## src/rtl/seq_pkg.sv

```systemverilog
package seq_pkg;

  typedef enum logic [3:0] {
    S_F1, S_F2, S_FI, S_ALU, S_MOV, S_MABL, S_XFER, S_POST,
    S_DIR, S_IMM, S_ADDR, S_MISC, S_JMP, S_SPDEC, S_PUSH, S_EINT
  } st_e;

  typedef enum logic [3:0] {
    C_ALU = 4'd0, C_MOV = 4'd1, C_PTR = 4'd2, C_PTR_PRE = 4'd3,
    C_PTR_POST = 4'd4, C_DIR = 4'd5, C_IMM = 4'd6, C_ADDR = 4'd7,
    C_MISC = 4'd8, C_JMP = 4'd9, C_CALL = 4'd10
  } cls_e;

  localparam int unsigned CLS_W   = 4;
  localparam int unsigned CLS_TOP = 10;

  typedef struct packed {
    cls_e cls;
    logic store;
    logic from_irq;
    logic wb_pend;
    logic push_second;
    logic irq_en;
  } ctx_t;

  typedef struct packed {
    logic ir_ld;
    logic ir_inject;
    logic mdb_ld;
    logic pc_adv;
    logic mab_ld;
    logic mab_inc;
    logic mem_rd;
    logic mem_wr;
    logic ptr_upd;
    logic alu_wb;
    logic reg_mov;
    logic imm_wr;
    logic misc_ex;
    logic pc_jmp;
    logic pc_push;
    logic push_lo;
    logic vec_ld;
    logic irq_clr;
  } ctl_t;

  localparam ctx_t CTX_RST = '{cls: C_MISC, store: 1'b0, from_irq: 1'b0,
                               wb_pend: 1'b0, push_second: 1'b0, irq_en: 1'b0};

  localparam ctl_t CTL_FETCH = '{ir_ld: 1'b1, pc_adv: 1'b1, mem_rd: 1'b1, default: 1'b0};

endpackage

```

## src/rtl/seq_next.sv

```systemverilog
module seq_next
  import seq_pkg::*;
(
  input  st_e  st_q,
  input  ctx_t ctx_q,
  input  cls_e cls_in,
  input  logic two_word_i,
  input  logic store_i,
  input  logic irq_i,
  input  logic rep_i,
  output st_e  st_d,
  output ctx_t ctx_d
);

  logic take;
  st_e  done_st;

  function automatic st_e exec_of(cls_e c, logic tk);
    case (c)
      C_ALU:                         exec_of = tk ? S_ALU : S_F1;
      C_MOV:                         exec_of = S_MOV;
      C_PTR, C_PTR_PRE, C_PTR_POST:  exec_of = S_MABL;
      C_DIR:                         exec_of = S_DIR;
      C_IMM:                         exec_of = S_IMM;
      C_ADDR:                        exec_of = S_ADDR;
      C_JMP:                         exec_of = S_JMP;
      C_CALL:                        exec_of = S_SPDEC;
      default:                       exec_of = S_MISC;
    endcase
  endfunction

  always_comb begin
    take    = irq_i & ctx_q.irq_en;
    done_st = take ? S_FI : S_F1;
    st_d    = st_q;
    ctx_d   = ctx_q;
    case (st_q)
      S_F1: begin
        ctx_d.irq_en      = 1'b1;
        ctx_d.cls         = cls_in;
        ctx_d.store       = store_i;
        ctx_d.from_irq    = 1'b0;
        ctx_d.push_second = 1'b0;
        if (two_word_i) begin
          st_d          = S_F2;
          ctx_d.wb_pend = 1'b0;
        end else begin
          st_d          = exec_of(cls_in, take);
          ctx_d.wb_pend = (cls_in == C_ALU) && !take;
        end
      end
      S_F2: begin
        st_d          = exec_of(ctx_q.cls, take);
        ctx_d.wb_pend = (ctx_q.cls == C_ALU) && !take;
      end
      S_FI: begin
        ctx_d.cls         = C_CALL;
        ctx_d.from_irq    = 1'b1;
        ctx_d.push_second = 1'b0;
        ctx_d.wb_pend     = 1'b0;
        st_d              = S_SPDEC;
      end
      S_MOV:   st_d = rep_i ? S_MOV : done_st;
      S_MABL:  st_d = S_XFER;
      S_XFER: begin
        if (rep_i)                          st_d = S_XFER;
        else if (ctx_q.cls == C_PTR_POST)   st_d = S_POST;
        else                                st_d = done_st;
      end
      S_SPDEC: begin
        ctx_d.push_second = 1'b0;
        st_d              = S_PUSH;
      end
      S_PUSH: begin
        if (!ctx_q.push_second) begin
          ctx_d.push_second = 1'b1;
          st_d              = S_PUSH;
        end else begin
          st_d = ctx_q.from_irq ? S_EINT : S_JMP;
        end
      end
      S_EINT: begin
        ctx_d.from_irq = 1'b0;
        st_d           = S_F1;
      end
      default: st_d = done_st;
    endcase
  end

endmodule

```

## src/rtl/seq_strobe.sv

```systemverilog
module seq_strobe
  import seq_pkg::*;
(
  input  st_e  st,
  input  logic wb_pend,
  input  logic store,
  input  logic pre,
  input  logic second,
  output ctl_t ctl
);

  always_comb begin
    ctl = '0;
    case (st)
      S_F1: begin
        ctl.ir_ld  = 1'b1;
        ctl.pc_adv = 1'b1;
        ctl.mem_rd = 1'b1;
        ctl.alu_wb = wb_pend;
      end
      S_F2: begin
        ctl.mdb_ld = 1'b1;
        ctl.pc_adv = 1'b1;
        ctl.mem_rd = 1'b1;
      end
      S_FI: begin
        ctl.ir_ld     = 1'b1;
        ctl.ir_inject = 1'b1;
      end
      S_ALU:  ctl.alu_wb  = 1'b1;
      S_MOV:  ctl.reg_mov = 1'b1;
      S_MABL: begin
        ctl.mab_ld  = 1'b1;
        ctl.ptr_upd = pre;
      end
      S_XFER: begin
        ctl.mab_inc = 1'b1;
        ctl.mem_rd  = !store;
        ctl.mem_wr  = store;
      end
      S_POST: ctl.ptr_upd = 1'b1;
      S_DIR: begin
        ctl.mem_rd = !store;
        ctl.mem_wr = store;
      end
      S_IMM:  ctl.imm_wr  = 1'b1;
      S_ADDR: ctl.ptr_upd = 1'b1;
      S_MISC: ctl.misc_ex = 1'b1;
      S_JMP:  ctl.pc_jmp  = 1'b1;
      S_SPDEC: begin
        ctl.mab_ld  = 1'b1;
        ctl.ptr_upd = 1'b1;
      end
      S_PUSH: begin
        ctl.pc_push = 1'b1;
        ctl.mem_wr  = 1'b1;
        ctl.mab_inc = 1'b1;
        ctl.push_lo = second;
      end
      S_EINT: begin
        ctl.vec_ld  = 1'b1;
        ctl.irq_clr = 1'b1;
      end
      default: ctl = '0;
    endcase
  end

endmodule

```

## src/rtl/seq_vec.sv

```systemverilog
module seq_vec #(
  parameter int unsigned BASE_W = 16,
  parameter int unsigned NUM_W  = 8,
  parameter int unsigned PAD_W  = 8,
  localparam int unsigned ADDR_W = BASE_W + NUM_W + PAD_W
) (
  input  logic              clk,
  input  logic              rst,
  input  logic              load,
  input  logic [BASE_W-1:0] base,
  input  logic [NUM_W-1:0]  num,
  output logic [ADDR_W-1:0] addr
);

  always_ff @(posedge clk) begin
    if (rst)       addr <= '0;
    else if (load) addr <= {base, num, {PAD_W{1'b0}}};
  end

endmodule

```

## src/rtl/seq_ctrl.sv

```systemverilog
module seq_ctrl
  import seq_pkg::*;
#(
  parameter int unsigned VEC_BASE_W = 16,
  parameter int unsigned VEC_NUM_W  = 8,
  parameter int unsigned VEC_PAD_W  = 8
) (
  input  logic                                    clk,
  input  logic                                    rst,
  input  logic [CLS_W-1:0]                        cls_i,
  input  logic                                    two_word_i,
  input  logic                                    store_i,
  input  logic                                    irq_i,
  input  logic                                    rep_i,
  input  logic [VEC_BASE_W-1:0]                   vec_base_i,
  input  logic [VEC_NUM_W-1:0]                    vec_num_i,
  output logic                                    ir_ld_o,
  output logic                                    ir_inject_o,
  output logic                                    mdb_ld_o,
  output logic                                    pc_adv_o,
  output logic                                    mab_ld_o,
  output logic                                    mab_inc_o,
  output logic                                    mem_rd_o,
  output logic                                    mem_wr_o,
  output logic                                    ptr_upd_o,
  output logic                                    alu_wb_o,
  output logic                                    reg_mov_o,
  output logic                                    imm_wr_o,
  output logic                                    misc_ex_o,
  output logic                                    pc_jmp_o,
  output logic                                    pc_push_o,
  output logic                                    push_lo_o,
  output logic                                    vec_ld_o,
  output logic                                    irq_clr_o,
  output logic [VEC_BASE_W+VEC_NUM_W+VEC_PAD_W-1:0] vec_addr_o
);

  st_e  st_q, st_d;
  ctx_t ctx_q, ctx_d;
  ctl_t ctl_q, ctl_d;
  cls_e cls_n;

  always_comb begin
    if (cls_i <= CLS_W'(CLS_TOP)) cls_n = cls_e'(cls_i);
    else                          cls_n = C_MISC;
  end

  seq_next u_next (
    .st_q       (st_q),
    .ctx_q      (ctx_q),
    .cls_in     (cls_n),
    .two_word_i (two_word_i),
    .store_i    (store_i),
    .irq_i      (irq_i),
    .rep_i      (rep_i),
    .st_d       (st_d),
    .ctx_d      (ctx_d)
  );

  seq_strobe u_strobe (
    .st      (st_d),
    .wb_pend (ctx_d.wb_pend),
    .store   (ctx_d.store),
    .pre     (ctx_d.cls == C_PTR_PRE),
    .second  (ctx_d.push_second),
    .ctl     (ctl_d)
  );

  always_ff @(posedge clk) begin
    if (rst) begin
      st_q  <= S_F1;
      ctx_q <= CTX_RST;
      ctl_q <= CTL_FETCH;
    end else begin
      st_q  <= st_d;
      ctx_q <= ctx_d;
      ctl_q <= ctl_d;
    end
  end

  seq_vec #(
    .BASE_W (VEC_BASE_W),
    .NUM_W  (VEC_NUM_W),
    .PAD_W  (VEC_PAD_W)
  ) u_vec (
    .clk  (clk),
    .rst  (rst),
    .load (st_d == S_EINT),
    .base (vec_base_i),
    .num  (vec_num_i),
    .addr (vec_addr_o)
  );

  assign ir_ld_o     = ctl_q.ir_ld;
  assign ir_inject_o = ctl_q.ir_inject;
  assign mdb_ld_o    = ctl_q.mdb_ld;
  assign pc_adv_o    = ctl_q.pc_adv;
  assign mab_ld_o    = ctl_q.mab_ld;
  assign mab_inc_o   = ctl_q.mab_inc;
  assign mem_rd_o    = ctl_q.mem_rd;
  assign mem_wr_o    = ctl_q.mem_wr;
  assign ptr_upd_o   = ctl_q.ptr_upd;
  assign alu_wb_o    = ctl_q.alu_wb;
  assign reg_mov_o   = ctl_q.reg_mov;
  assign imm_wr_o    = ctl_q.imm_wr;
  assign misc_ex_o   = ctl_q.misc_ex;
  assign pc_jmp_o    = ctl_q.pc_jmp;
  assign pc_push_o   = ctl_q.pc_push;
  assign push_lo_o   = ctl_q.push_lo;
  assign vec_ld_o    = ctl_q.vec_ld;
  assign irq_clr_o   = ctl_q.irq_clr;

endmodule

```

## config.mk

```make
export PLATFORM = sky130hd
export DESIGN_NAME = seq_ctrl
export DESIGN_NICKNAME = d
export VERILOG_FILES = /design/src/rtl/seq_pkg.sv /design/src/rtl/seq_next.sv /design/src/rtl/seq_strobe.sv /design/src/rtl/seq_vec.sv /design/src/rtl/seq_ctrl.sv
export SDC_FILE = /design/constraint.sdc
export NUM_CORES = 1
export LEC_CHECK = 0
export BUFFER_PORTS_ARGS = -buffer_cell sky130_fd_sc_hd__buf_2
export CAP_MARGIN = 20
export CORE_MARGIN = 3
export CORE_UTILIZATION = 35
export CTS_CLUSTER_DIAMETER = 80
export CTS_CLUSTER_SIZE = 40
export DETAILED_ROUTE_END_ITERATION = 7
export HOLD_SLACK_MARGIN = 0.15
export PLACE_DENSITY_LB_ADDON = 0.25
export SLEW_MARGIN = 40
export SYNTH_ARGS = -nofsm -noshare
export SYNTH_HDL_FRONTEND = slang
export SYNTH_SLANG_ARGS = --single-unit
```

## constraint.sdc

```tcl
create_clock -name clk -period 3.47 [get_ports clk]
set_input_delay 0.694 -clock clk [delete_from_list [all_inputs] [get_ports clk]]
set_output_delay 0.694 -clock clk [all_outputs]
set_load 0.05 [all_outputs]
```

Word-level counts from Yosys, hierarchy flattened
Index checks and enable logic that the tools add are counted.
- bitwise logic cells: 2
- reduce and logical (&&, ||, !) cells: 20
- equality and inequality tests: 42
- mux-type cells: 34
- magnitude comparators: 1
- operators by type and width (cell ; number):
    4-bit case mux with 8 select lines ; 2
    4-bit by 3-bit equality test with 1-bit output, second input constant ; 15
    4-bit equality test, second input constant ; 15
    4-bit case mux with 9 select lines ; 1
    4-bit by 2-bit equality test with 1-bit output, second input constant ; 8
    4-bit two-way mux ; 6
    4-bit by 1-bit equality test with 1-bit output, second input constant ; 4
    4-bit zero test ; 4
    2-bit OR reduction ; 7
    1-bit two-way mux ; 12
    1-bit case mux with 2 select lines ; 6
    3-bit OR reduction ; 4
    2-bit two-way mux ; 5
    4-bit case mux with 2 select lines ; 1
    4-bit <= comparator, second input constant ; 1
    1-bit case mux with 3 select lines ; 1
    1-bit logical AND ; 2
    1-bit zero test ; 2
    2-bit nonzero test ; 1
    1-bit AND ; 1
    1-bit inverter ; 1
- word-level logic and storage cells: 125
- register bits: 55
- bits of input ports: 34
- output and inout port bits: 50

Depth between registers and ports, before layout
Gate-level depths: netlist of run 1.
- depth after elaboration: 10
- mapped depth: 8
- mapped depth without buffers: 6

Modules after synthesis
A second synthesis of run 1 with hierarchy kept.
- cell total of the unflattened synthesis: 311
- area total of the unflattened synthesis: 2743.9 µm²
- modules (own cells, without submodules) (module ; seq. area each (µm²) ; area each (µm²) ; instances ; cells each):
    seq_vec ; 480.5 ; 933.4 ; 1 ; 86
    seq_ctrl ; 620.6 ; 885.8 ; 1 ; 74
    seq_next ; 0.0 ; 691.9 ; 1 ; 114
    seq_strobe ; 0.0 ; 232.7 ; 1 ; 37

Least setup slack after synthesis of run 1
OpenSTA, ideal clock, no wires.
- kind: input -> register
- start point: in cls_i[0]
- end point: reg ctl_q (netlist bit mem_wr_o)
- arrival: 2.272 ns
- slack: 1.076 ns
- buffers on the path: 2
- required time: 3.348 ns
- cell stages on the path: 8
- library setup time: 0.122 ns
- cell sequence: clkbuf_1 > o21bai_1 > o211ai_1 > a21boi_0 > o32ai_1 > clkbuf_1 > nor3_1 > o311a_1
- word-level cells in the longest chain between the ends: 10
- elaborated cells on any way between the ends: 21
- RTL lines (element ; line ; text):
    start: declaration ; seq_ctrl.sv:10 ; input logic [CLS_W-1:0] cls_i,
    4-bit <= comparator ; seq_ctrl.sv:44 ; if (cls_i <= CLS_W'(CLS_TOP)) cls_n = cls_e'(cls_i);
    4-bit two-way mux (*) ; seq_ctrl.sv:44 ;
    4-bit by 2-bit equality test with 1-bit output or 4-bit by 3-bit equality test with 1-bit output (tied branches) ; seq_next.sv:19 ; case (c)
    3-bit OR reduction ; seq_next.sv:19 ;
    4-bit case mux with 8 select lines (*) ; seq_next.sv:19 ;
    4-bit two-way mux (*) ; seq_next.sv:44 ; if (two_word_i) begin
    4-bit case mux with 9 select lines (*) ; seq_next.sv:37 ; case (st_q)
    4-bit by 3-bit equality test with 1-bit output or 4-bit equality test (tied branches) ; seq_strobe.sv:14 ; case (st)
    2-bit OR reduction (no source line) ; n/a ;
    1-bit case mux with 2 select lines (*) ; seq_strobe.sv:14 ;
    end signal: assignment ; seq_ctrl.sv:77 ; ctl_q <= ctl_d;
    end: declaration ; seq_ctrl.sv:40 ; ctl_t ctl_q, ctl_d;
Every way passes the cells marked *; elsewhere a longest branch is shown, timed or not.
A chain may end at the register's enable or synchronous reset.

Worst setup path in the final report of run 1
- start point: reg st_q[0]
- end point: reg ctl_q (netlist bit alu_wb_o)
- word-level cells in the longest chain between the ends: 4
- elaborated cells on any way between the ends: 14
- RTL lines (element ; line ; text):
    start: declaration ; seq_ctrl.sv:38 ; st_e st_q, st_d;
    start signal: assignment ; seq_ctrl.sv:75 ; st_q <= st_d;
    4-bit equality test (tied with other cells) ; seq_next.sv:37 ;
    4-bit case mux with 9 select lines ; seq_next.sv:37 ;
    4-bit by 2-bit equality test with 1-bit output or 4-bit zero test (tied branches) ; seq_strobe.sv:14 ;
    1-bit case mux with 2 select lines (*) ; seq_strobe.sv:14 ;
Marks and branches as above.

==> results of run 1 <==
-- per-stage QoR --
stage | hold WS, ps | setup slack (ps) | utilization | instances | total power, mW
floorplan | 442.7 | 1076 | - | 320 | 1.807
global placement | 439.2 | 892.4 | 0.4191 | 460 | 2.014
detailed placement | 444.0 | 788.6 | 0.4191 | 460 | 2.028
CTS | 456.7 | 773.9 | 0.4308 | 467 | 2.361
global route | 475.7 | 597.8 | 0.4311 | 467 | 2.521
finish | 454.0 | 739.3 | 0.4311 | 467 | 2.355
-- flip-flops by register name, summed over array words and instances, names as in the netlist --
| register | count |
|---|---|
| mem_rd_o | 1 |
| vec_ld_o | 1 |
| u_vec.addr | 24 |
| mab_ld_o | 1 |
| pc_adv_o | 1 |
| mdb_ld_o | 1 |
| ptr_upd_o | 1 |
| ir_inject_o | 1 |
| push_lo_o | 1 |
| mab_inc_o | 1 |
| alu_wb_o | 1 |
| pc_push_o | 1 |
| ctx_q | 9 |
| mem_wr_o | 1 |
| misc_ex_o | 1 |
| ir_ld_o | 1 |
| reg_mov_o | 1 |
| st_q | 4 |
| pc_jmp_o | 1 |
| imm_wr_o | 1 |
-- per-layer routing --
layer	vias up	global-route usage	wire, um
li1	1175	-	-
met1	1043	0.1858	2731
met2	81	0.2415	2892
met3	4	0.04500	452
met4	0	0.03643	59
met5	-	0	0
-- cells by family after synthesis --
group           share of synthesized area
simple gates                       0.2653
compound gates                     0.1967
flops                              0.4292
buf+inv                           0.08345
mux                               0.01689
xor+xnor                         0.006956
other cells                      0.001489
-- worst min-delay path by stage --
stage	cells after the start	end	slack, ps	from
finish	2	u_vec.addr[29]	450	u_vec.addr[29]
global route	2	u_vec.addr[14]	480	u_vec.addr[14]
CTS	2	u_vec.addr[29]	460	u_vec.addr[29]
detailed placement	2	u_vec.addr[29]	440	u_vec.addr[29]
global placement	2	u_vec.addr[16]	440	u_vec.addr[16]
floorplan	2	ctx_q[2]	440	ctx_q[2]
-- layout make-up --
class                           instances  area (um2)
Tap cell                               96       120.1
Clock buffer                            6       72.57
Sequential cell                        54        1081
Timing Repair Buffer                   79       407.9
Inverter                                5       18.77
Clock inverter                          1       7.507
Fill cell                             727        3908
Multi-Input combinational cell        226        1254
-- tightest hold or removal path, stage by stage (launching register included) --
cell     delay [ps]
dfxtp_1         310
nand2_1          50
a21oi_1          50
-- placed cells by master, fill, tap and decap left out, types with 2 or more instances in the layout --
master     count
nor2_1        29
nand3b_1       3
a211oi_1       3
and3_1         4
nor4_1         3
nand2_1       63
and2_1         2
nor3_1         6
mux2_2         2
a311oi_1       2
dfxtp_1       54
nand3_1        5
nand4_1        2
clkbuf_8       5
a21oi_1       34
mux2i_1        2
buf_2         74
a2111oi_0      2
buf_4          5
nor3_2         2
or2_2          4
nor2b_1        4
inv_1          5
o32ai_1        2
o211ai_1       5
nand2b_1       4
o21ai_0        9
conb_1         8
-- power by group through the flow --
stage	Clock, mW	Sequential, mW	Combinational, mW
after floorplan	0	0.962	0.845
after global placement	0	0.856	1.16
after detailed placement	0	0.856	1.17
after CTS	0.345	0.842	1.17
after global routing	0.371	0.862	1.29
final	0.331	0.843	1.18
==> results.cfg, run 1 <==
[clock_tree]
clock-sinks = 54
postCtsSetupRepairBufs = 0
clock_latency_ps = 300
cts_inserted_buffers = 5
cts_resized = 0
root_buffer = clkbuf_8
holdBufCountCts = 0
cts_tree = yes
htree_levels = 2
clk_pin_slew_ps = 90
cts_max_path_buffers = 2

[final_layout]
area_growth_pct = 17.59
n_antenna_cell = 0
fin_nets = 405
fin_area_um2 = 2962
layout-drive-gt1-share = 0.2749

[detailed_routing]
viasPerCell = 4.931
drtAntennaViolNets = 0
wirelength_um = 6135
drt_iter0_markers = 131
drc = 0
dr.pass1.iters = 4
vias = 2303
wl_per_cell_um = 13.14

[worst_setup_path]
crit_arrival_ps = 2940
r2r-start = st_q[0]
r2r_slack_ps = 740
timing.rr.end = alu_wb_o
path_cells = or3_1, nor3_2, a21boi_0, o32ai_1, buf_4, or3b_2, a211oi_1
start_kind = register
r2r_cells = 7
cp_top_family = simple AND/OR/NAND/NOR gates
end_kind = register
critPathSlowestCell = dfxtp_1
cp-startpoint = st_q[0]
cp_max_fo = 16
cpPeakStageDelay_ps = 690
critPathKind = reg2reg
path_buf_inv = 1
crit_path_end = alu_wb_o
crit_cells = 7
worstPathRequired_ps = 3680

[place]
hpwlAfterDp_um = 4326
portBuffers = 75
place_congestion = 0.8648
placed_area_um2 = 2879

[floorplan]
row_count = 30
die_x_um = 90.83
core-area_um2 = 6869
start_util = 0.3667
die_area_um2 = 8250
die_h_um = 90.83
io_pins = 84

[global_route]
antenna_found_initial = 0
grt_overflow = 0
grt_pass1_wl_um = 10050
grt_max_degree = 44
grt_usage = 0.1462
first_global_vias = 2167

[worst_hold_path]
min_path_type = reg2reg

[synthesis]
synth-seq-cells = 54
synth_edf_count = 0
synth_warnings = 0
synthArstFlopShare = 0
synthFlopType = dfxtp_1
synth_area_um2 = 2519
ys_types = 55
synth.area.top_cells = dfxtp_1, nand2_1, a21oi_1
syn_avg_cell_area_um2 = 8.047
seq_area_frac_synth = 0.4292
postSynthCellCount = 313
yosysMostFrequentCell = nand2_1
synth.top_cells.by_count = nand2_1, dfxtp_1, a21oi_1, nor2_1, clkbuf_1
yosysTopAreaCell = dfxtp_1
yosys.area.top_type_share = 0.4292

[timing]
fmax_mhz = 366.2
finalHoldViolations = 0
slew_viol_final = 0
finalSetupViolations = 0
skew_ps = 6.794
fin_tns_setup_ps = 0
finalCritPeriodShare = 0.7869
rsz0062_at_grt = false
tightest_slew_ps = 692.8
fin_crit_ps = 2731
slew_headroom = 0.5317

[power_and_ir_drop]
power.internal_mw = 1.260
p_comb_frac = 0.502
clkPwrFrac = 0.140
p_leak_nw = 1.236
seqPwrFrac = 0.358
power-per-cell-area_nw_per_um2 = 795.2
power.switching_mw = 1.095
vdd_ir_drop_max_v = 0.0002768
swShare = 0.4649

[outcome]
outcome = complete, no violations

[flow_run]
drv_cap = 0
No activity file was read; power rests on OpenSTA's default activity.
==> run 2, diff against run 1 <==
Clock period 3.47 ns to 2.5 ns, I/O delays scaled along.
==> run 2 against run 1 <==
  * Worst hold slack worse by 40 ps
  * Clock skew up 10 ps
  * Register-to-register slack worse by 540 ps
  * Die area unchanged
  * Worst setup slack worse by 540 ps
  * Final area up 4.4%
  * Final cell count up 3.0%
  * Largest cell class unchanged
  * Highest routed layer unchanged
==> results.cfg, run 2 (same netlist as run 1, synthesis figures left out) <==
[outcome]
outcome = complete, no violations

[global_route]
first_global_vias = 2184
grt_overflow = 0
grt_pass1_wl_um = 10010
grt_max_degree = 26
grt_usage = 0.1463
antenna_found_initial = 0

[final_layout]
top_register = u_vec.addr
stdcell_count = 481
n_antenna_cell = 0
fin_nets = 418
top_regs = u_vec.addr (24), ctx_q (9), st_q (4)
largest_register_ffs = 24
mostFrequentLayoutCells = buf_2, nand2_1, dfxtp_1
area_growth_pct = 22.70
layout-drive-gt1-share = 0.3065
final_common_cell = buf_2

[worst_setup_path]
end_kind = register
critPathKind = reg2reg
crit_arrival_ps = 2510
cp_max_fo = 7
start_kind = register
r2r_slack_ps = 200
worstPathRequired_ps = 2720

[detailed_routing]
drtAntennaViolNets = 0
vias = 2326
dr.pass1.iters = 4
drt_iter0_markers = 137
wl_per_cell_um = 12.61
viasPerCell = 4.836
drc = 0
wirelength_um = 6066

[floorplan]
die_x_um = 90.83
start_util = 0.3667
die_area_um2 = 8250
row_count = 30
io_pins = 84
core-area_um2 = 6869
die_h_um = 90.83

[clock_tree]
clock-sinks = 54
cts_max_path_buffers = 2
holdBufCountCts = 0
cts_tree = yes
cts_inserted_buffers = 5
clk_pin_slew_ps = 100
clock_latency_ps = 310
htree_levels = 2
root_buffer = clkbuf_8

[timing]
skew_ps = 16.81
slew_headroom = 0.5269
finalCritPeriodShare = 0.9191
finalSetupViolations = 0
fin_tns_setup_ps = 0
fmax_mhz = 435.2
rsz0062_at_grt = false
finalHoldViolations = 0
slew_viol_final = 0
tightest_slew_ps = 699.8
fin_crit_ps = 2298

[power_and_ir_drop]
power-per-cell-area_nw_per_um2 = 1147
clkPwrFrac = 0.163
power.switching_mw = 1.554
p_comb_frac = 0.518
seqPwrFrac = 0.319
vdd_ir_drop_max_v = 0.0003899
power.internal_mw = 1.990
p_leak_nw = 1.321
swShare = 0.4384

[worst_hold_path]
min_path_type = in2reg

[place]
place_congestion = 0.8519
portBuffers = 75
post-place-cells = 473
hpwlAfterDp_um = 4532

[flow_run]
drv_cap = 0
## run 2: cell count changes in the layout (fill, tap and decap cells not counted), sizes merged
cell and delta:
inv +1, buf +13, clkinvlp -1, clkbuf -1
bufinv +1, clkinv +1
## run 2: path summary, 6_finish.rpt
check | start | endpoint | depth (start not counted)
worst min register to register | u_vec.addr[29] | u_vec.addr[29] | 2
worst min-delay path | vec_base_i[13] | u_vec.addr[29] | 3
worst max register to register | st_q[3] | push_lo_o | 6
worst max-delay path | st_q[3] | push_lo_o | 6
## run 2: repair_timing
item / CTS / global route
buffers inserted: 0 / 0
setup endpoints to repair: 0 / 6
gates resized for setup: 0 / 1
## run 2: critical path, cell delays in order, from the launching register on
cell       delay [ps]
dfxtp_1           370
or3_1             510
a2111oi_2         490
nor2_1            210
nor2_1            300
nand2b_4           90
nor4_2            250
## run 2: area by class of cell
| cell class | count | area [um2] |
|---|---|---|
| repair buffers | 92 | 503.0 |
| flip-flops and latches | 54 | 1082 |
| well taps | 96 | 120.1 |
| fillers | 709 | 3779 |
| clock inverters | 3 | 43.79 |
| inverters | 5 | 18.77 |
| multi-input cells | 226 | 1254 |
| clock buffers | 5 | 68.82 |
## run 2: through the flow
step	utilization	cell area (um2)	power [mW]	worst slack, ps	hold slack, ps
floorplan	-	2545	2.508	275.8	442.7
global placement	0.4333	2977	2.964	156.6	438.6
detailed placement	0.4333	2977	2.982	125.8	443.8
CTS	0.4497	3089	3.569	99.35	404.3
global route	0.4499	3090	3.811	20.11	412.1
finish	0.4499	3090	3.544	202.2	413.9
## run 2: power by group through the flow
stage | clock [mW] | sequential, mW | combinational [mW]
2_1_floorplan | 0 | 1.34 | 1.17
3_3_place_gp | 0 | 1.15 | 1.82
4_1_cts | 0.601 | 1.13 | 1.84
6_report | 0.579 | 1.13 | 1.84
3_5_place_dp | 0 | 1.15 | 1.83
5_1_grt | 0.641 | 1.15 | 2.02
## run 2: metal layers
layer,routed length (um),vias up,global-route usage
met2,2734,67,0.2341
li1,-,1201,-
met5,0,-,0
met1,2811,1050,0.1870
met4,123,0,0.04899
met3,397,8,0.04500
==> run 3, diff against run 2 <==
Settings changed: CAP_MARGIN 20 to 15, CORE_UTILIZATION 35 to 45.
==> run 3 against run 2 <==
  * Worst hold slack gained 6.4 ps
  * First-iteration DRC count grew 38%
  * Die area shrank 21%
  * Via count grew 1.5%
  * Global-route usage grew 4.3 points
  * Fmax shrank 3.1%
  * Largest cell class unchanged
  * Sequential share of layout area grew 0.80 points
  * Critical path depth grew 2
  * Combinational power is essentially flat
  * Clock-buffer cell count is the same
  * Flip-flop and latch count is the same
  * Critical endpoint is now mem_rd_o
==> results.cfg, run 3 (same netlist as run 1, synthesis figures left out) <==
[outcome]
outcome = complete, no violations

[floorplan]
io_pins = 84
start_util = 0.4779
die_h_um = 80.82
die_x_um = 80.82
die_area_um2 = 6531
row_count = 26
core-area_um2 = 5270

[detailed_routing]
dr.pass1.iters = 4
drtAntennaViolNets = 0
drt_iter0_markers = 189
drc = 0
wl_per_cell_um = 13.47
wirelength_um = 6090
viasPerCell = 5.223
vias = 2361

[power_and_ir_drop]
p_leak_nw = 1.290
power.internal_mw = 1.887
power-per-cell-area_nw_per_um2 = 1149
swShare = 0.4567
power.switching_mw = 1.586
fin_total_pwr_mw = 3.473
vdd_ir_drop_max_v = 0.0005186
p_comb_frac = 0.527
seqPwrFrac = 0.336
clkPwrFrac = 0.136

[clock_tree]
cts_tree = yes
cts_inserted_buffers = 5
clock-sinks = 54
cts_max_path_buffers = 2
root_buffer = clkbuf_8
clk_pin_slew_ps = 90
htree_levels = 2
clock_latency_ps = 300

[final_layout]
area_growth_pct = 19.97
largest_register_ffs = 24
n_antenna_cell = 0
layout-drive-gt1-share = 0.3037
top_regs = u_vec.addr (24), ctx_q (9), st_q (4)
n_fill_cell = 533
top_register = u_vec.addr
final_common_cell = buf_2
mostFrequentLayoutCells = buf_2, nand2_1, dfxtp_1
post-route-util = 0.5734
fin_nets = 416

[worst_setup_path]
r2r-start = st_q[0]
cp-startpoint = st_q[0]
r2r_cells = 8
path_cells = nor4b_1, nand2_1, o2bb2ai_1, o32ai_2, buf_4, buf_4, a31o_2, a31o_1
cpPeakStageDelay_ps = 580
cp_max_fo = 10
r2r_slack_ps = 130
start_kind = register
path_common_cell = buf_4
crit_path_end = mem_rd_o
critPathSlowestCell = nor4b_1
worstPathRequired_ps = 2700
crit_arrival_ps = 2580
critPathKind = reg2reg
timing.rr.end = mem_rd_o
end_kind = register

[place]
place_congestion = 0.8741
portBuffers = 75
hpwlAfterDp_um = 4349

[timing]
finalCritPeriodShare = 0.9484
skew_ps = 3.601
fin_crit_ps = 2371
rsz0062_at_grt = false
fmax_mhz = 421.7
slew_viol_final = 0
finalHoldViolations = 0
fin_tns_setup_ps = 0
finalSetupViolations = 0
slew_headroom = 0.5722
tightest_slew_ps = 636.9

[global_route]
grt_max_degree = 31
first_global_vias = 2120
grt_pass1_wl_um = 9742
antenna_found_initial = 0
grt_usage = 0.1888
grt_overflow = 0

[worst_hold_path]
min_path_type = in2reg

[flow_run]
drv_cap = 0
run 3: changes by cell type in the layout (fill, tap and decap cells not counted), sizes merged:
cell      previous run  this run
buf                 92        90
inv                  6         5
clkinv               1         0
clkinvlp             0         2
bufinv               1         0
run 3: critical path, delay by kind of cell, from the launching register on:
| kind | cells | cell delay, ps |
|---|---|---|
| buffers and inverters | 2 | 320 |
| and+or+nand+nor | 2 | 690 |
| AOI/OAI and AO/OA | 4 | 720 |
| DFF | 1 | 560 |
run 3: worst min path at each step:
| stage | start | to | slack, ps | cells after the start |
|---|---|---|---|---|
| final | vec_base_i[4] | u_vec.addr[20] | 420 | 3 |
| after global routing | vec_base_i[6] | u_vec.addr[22] | 420 | 3 |
| after CTS | vec_num_i[7] | u_vec.addr[15] | 410 | 3 |
| after detailed placement | u_vec.addr[22] | u_vec.addr[22] | 450 | 2 |
| after global placement | u_vec.addr[30] | u_vec.addr[30] | 440 | 2 |
| after floorplan | ctx_q[2] | ctx_q[2] | 440 | 2 |
run 3: routing by layer:
metal	vias up	track usage	wire length, um
li1	1198	-	-
met1	1067	0.2445	2707
met2	85	0.2956	2773
met3	11	0.05543	476
met4	0	0.07432	132
met5	-	0	0
run 3: layout make-up:
| cell class | count | area (um2) | share of cell area |
|---|---|---|---|
| Tap cell | 70 | 87.58 | 0.02899 |
| Multi-Input combinational cell | 226 | 1261 | 0.4174 |
| Sequential cell | 54 | 1082 | 0.3582 |
| Inverter | 5 | 18.77 | 0.006211 |
| Clock buffer | 5 | 68.82 | 0.02277 |
| Timing Repair Buffer | 90 | 488.0 | 0.1615 |
| Clock inverter | 2 | 15.01 | 0.004969 |
run 3: power by group through the flow:
stage / clock network [mW] / registers, mW / logic (mW)
3_5_place_dp: 0 / 1.18 / 1.72
3_3_place_gp: 0 / 1.18 / 1.71
5_1_grt: 0.517 / 1.19 / 1.98
6_report: 0.474 / 1.17 / 1.83
4_1_cts: 0.488 / 1.16 / 1.74
2_1_floorplan: 0 / 1.34 / 1.17
run 3: repair_timing:
item | CTS | global route
buffers inserted | 0 | 2
endpoints found under the setup margin | 0 | 1
gates resized for setup | 0 | 2
hold buffers | 0 | 0
run 3: through the flow:
step,setup WS (ps),hold WS [ps],cell area (um2),std cells
after floorplan,275.8,442.7,2545,320
after global placement,172.7,438.2,2914,443
after detailed placement,121.2,445.9,2914,443
after CTS,106.6,410.4,2998,450
after global routing,22.18,419.4,3022,452
final,128.9,420.4,3022,452
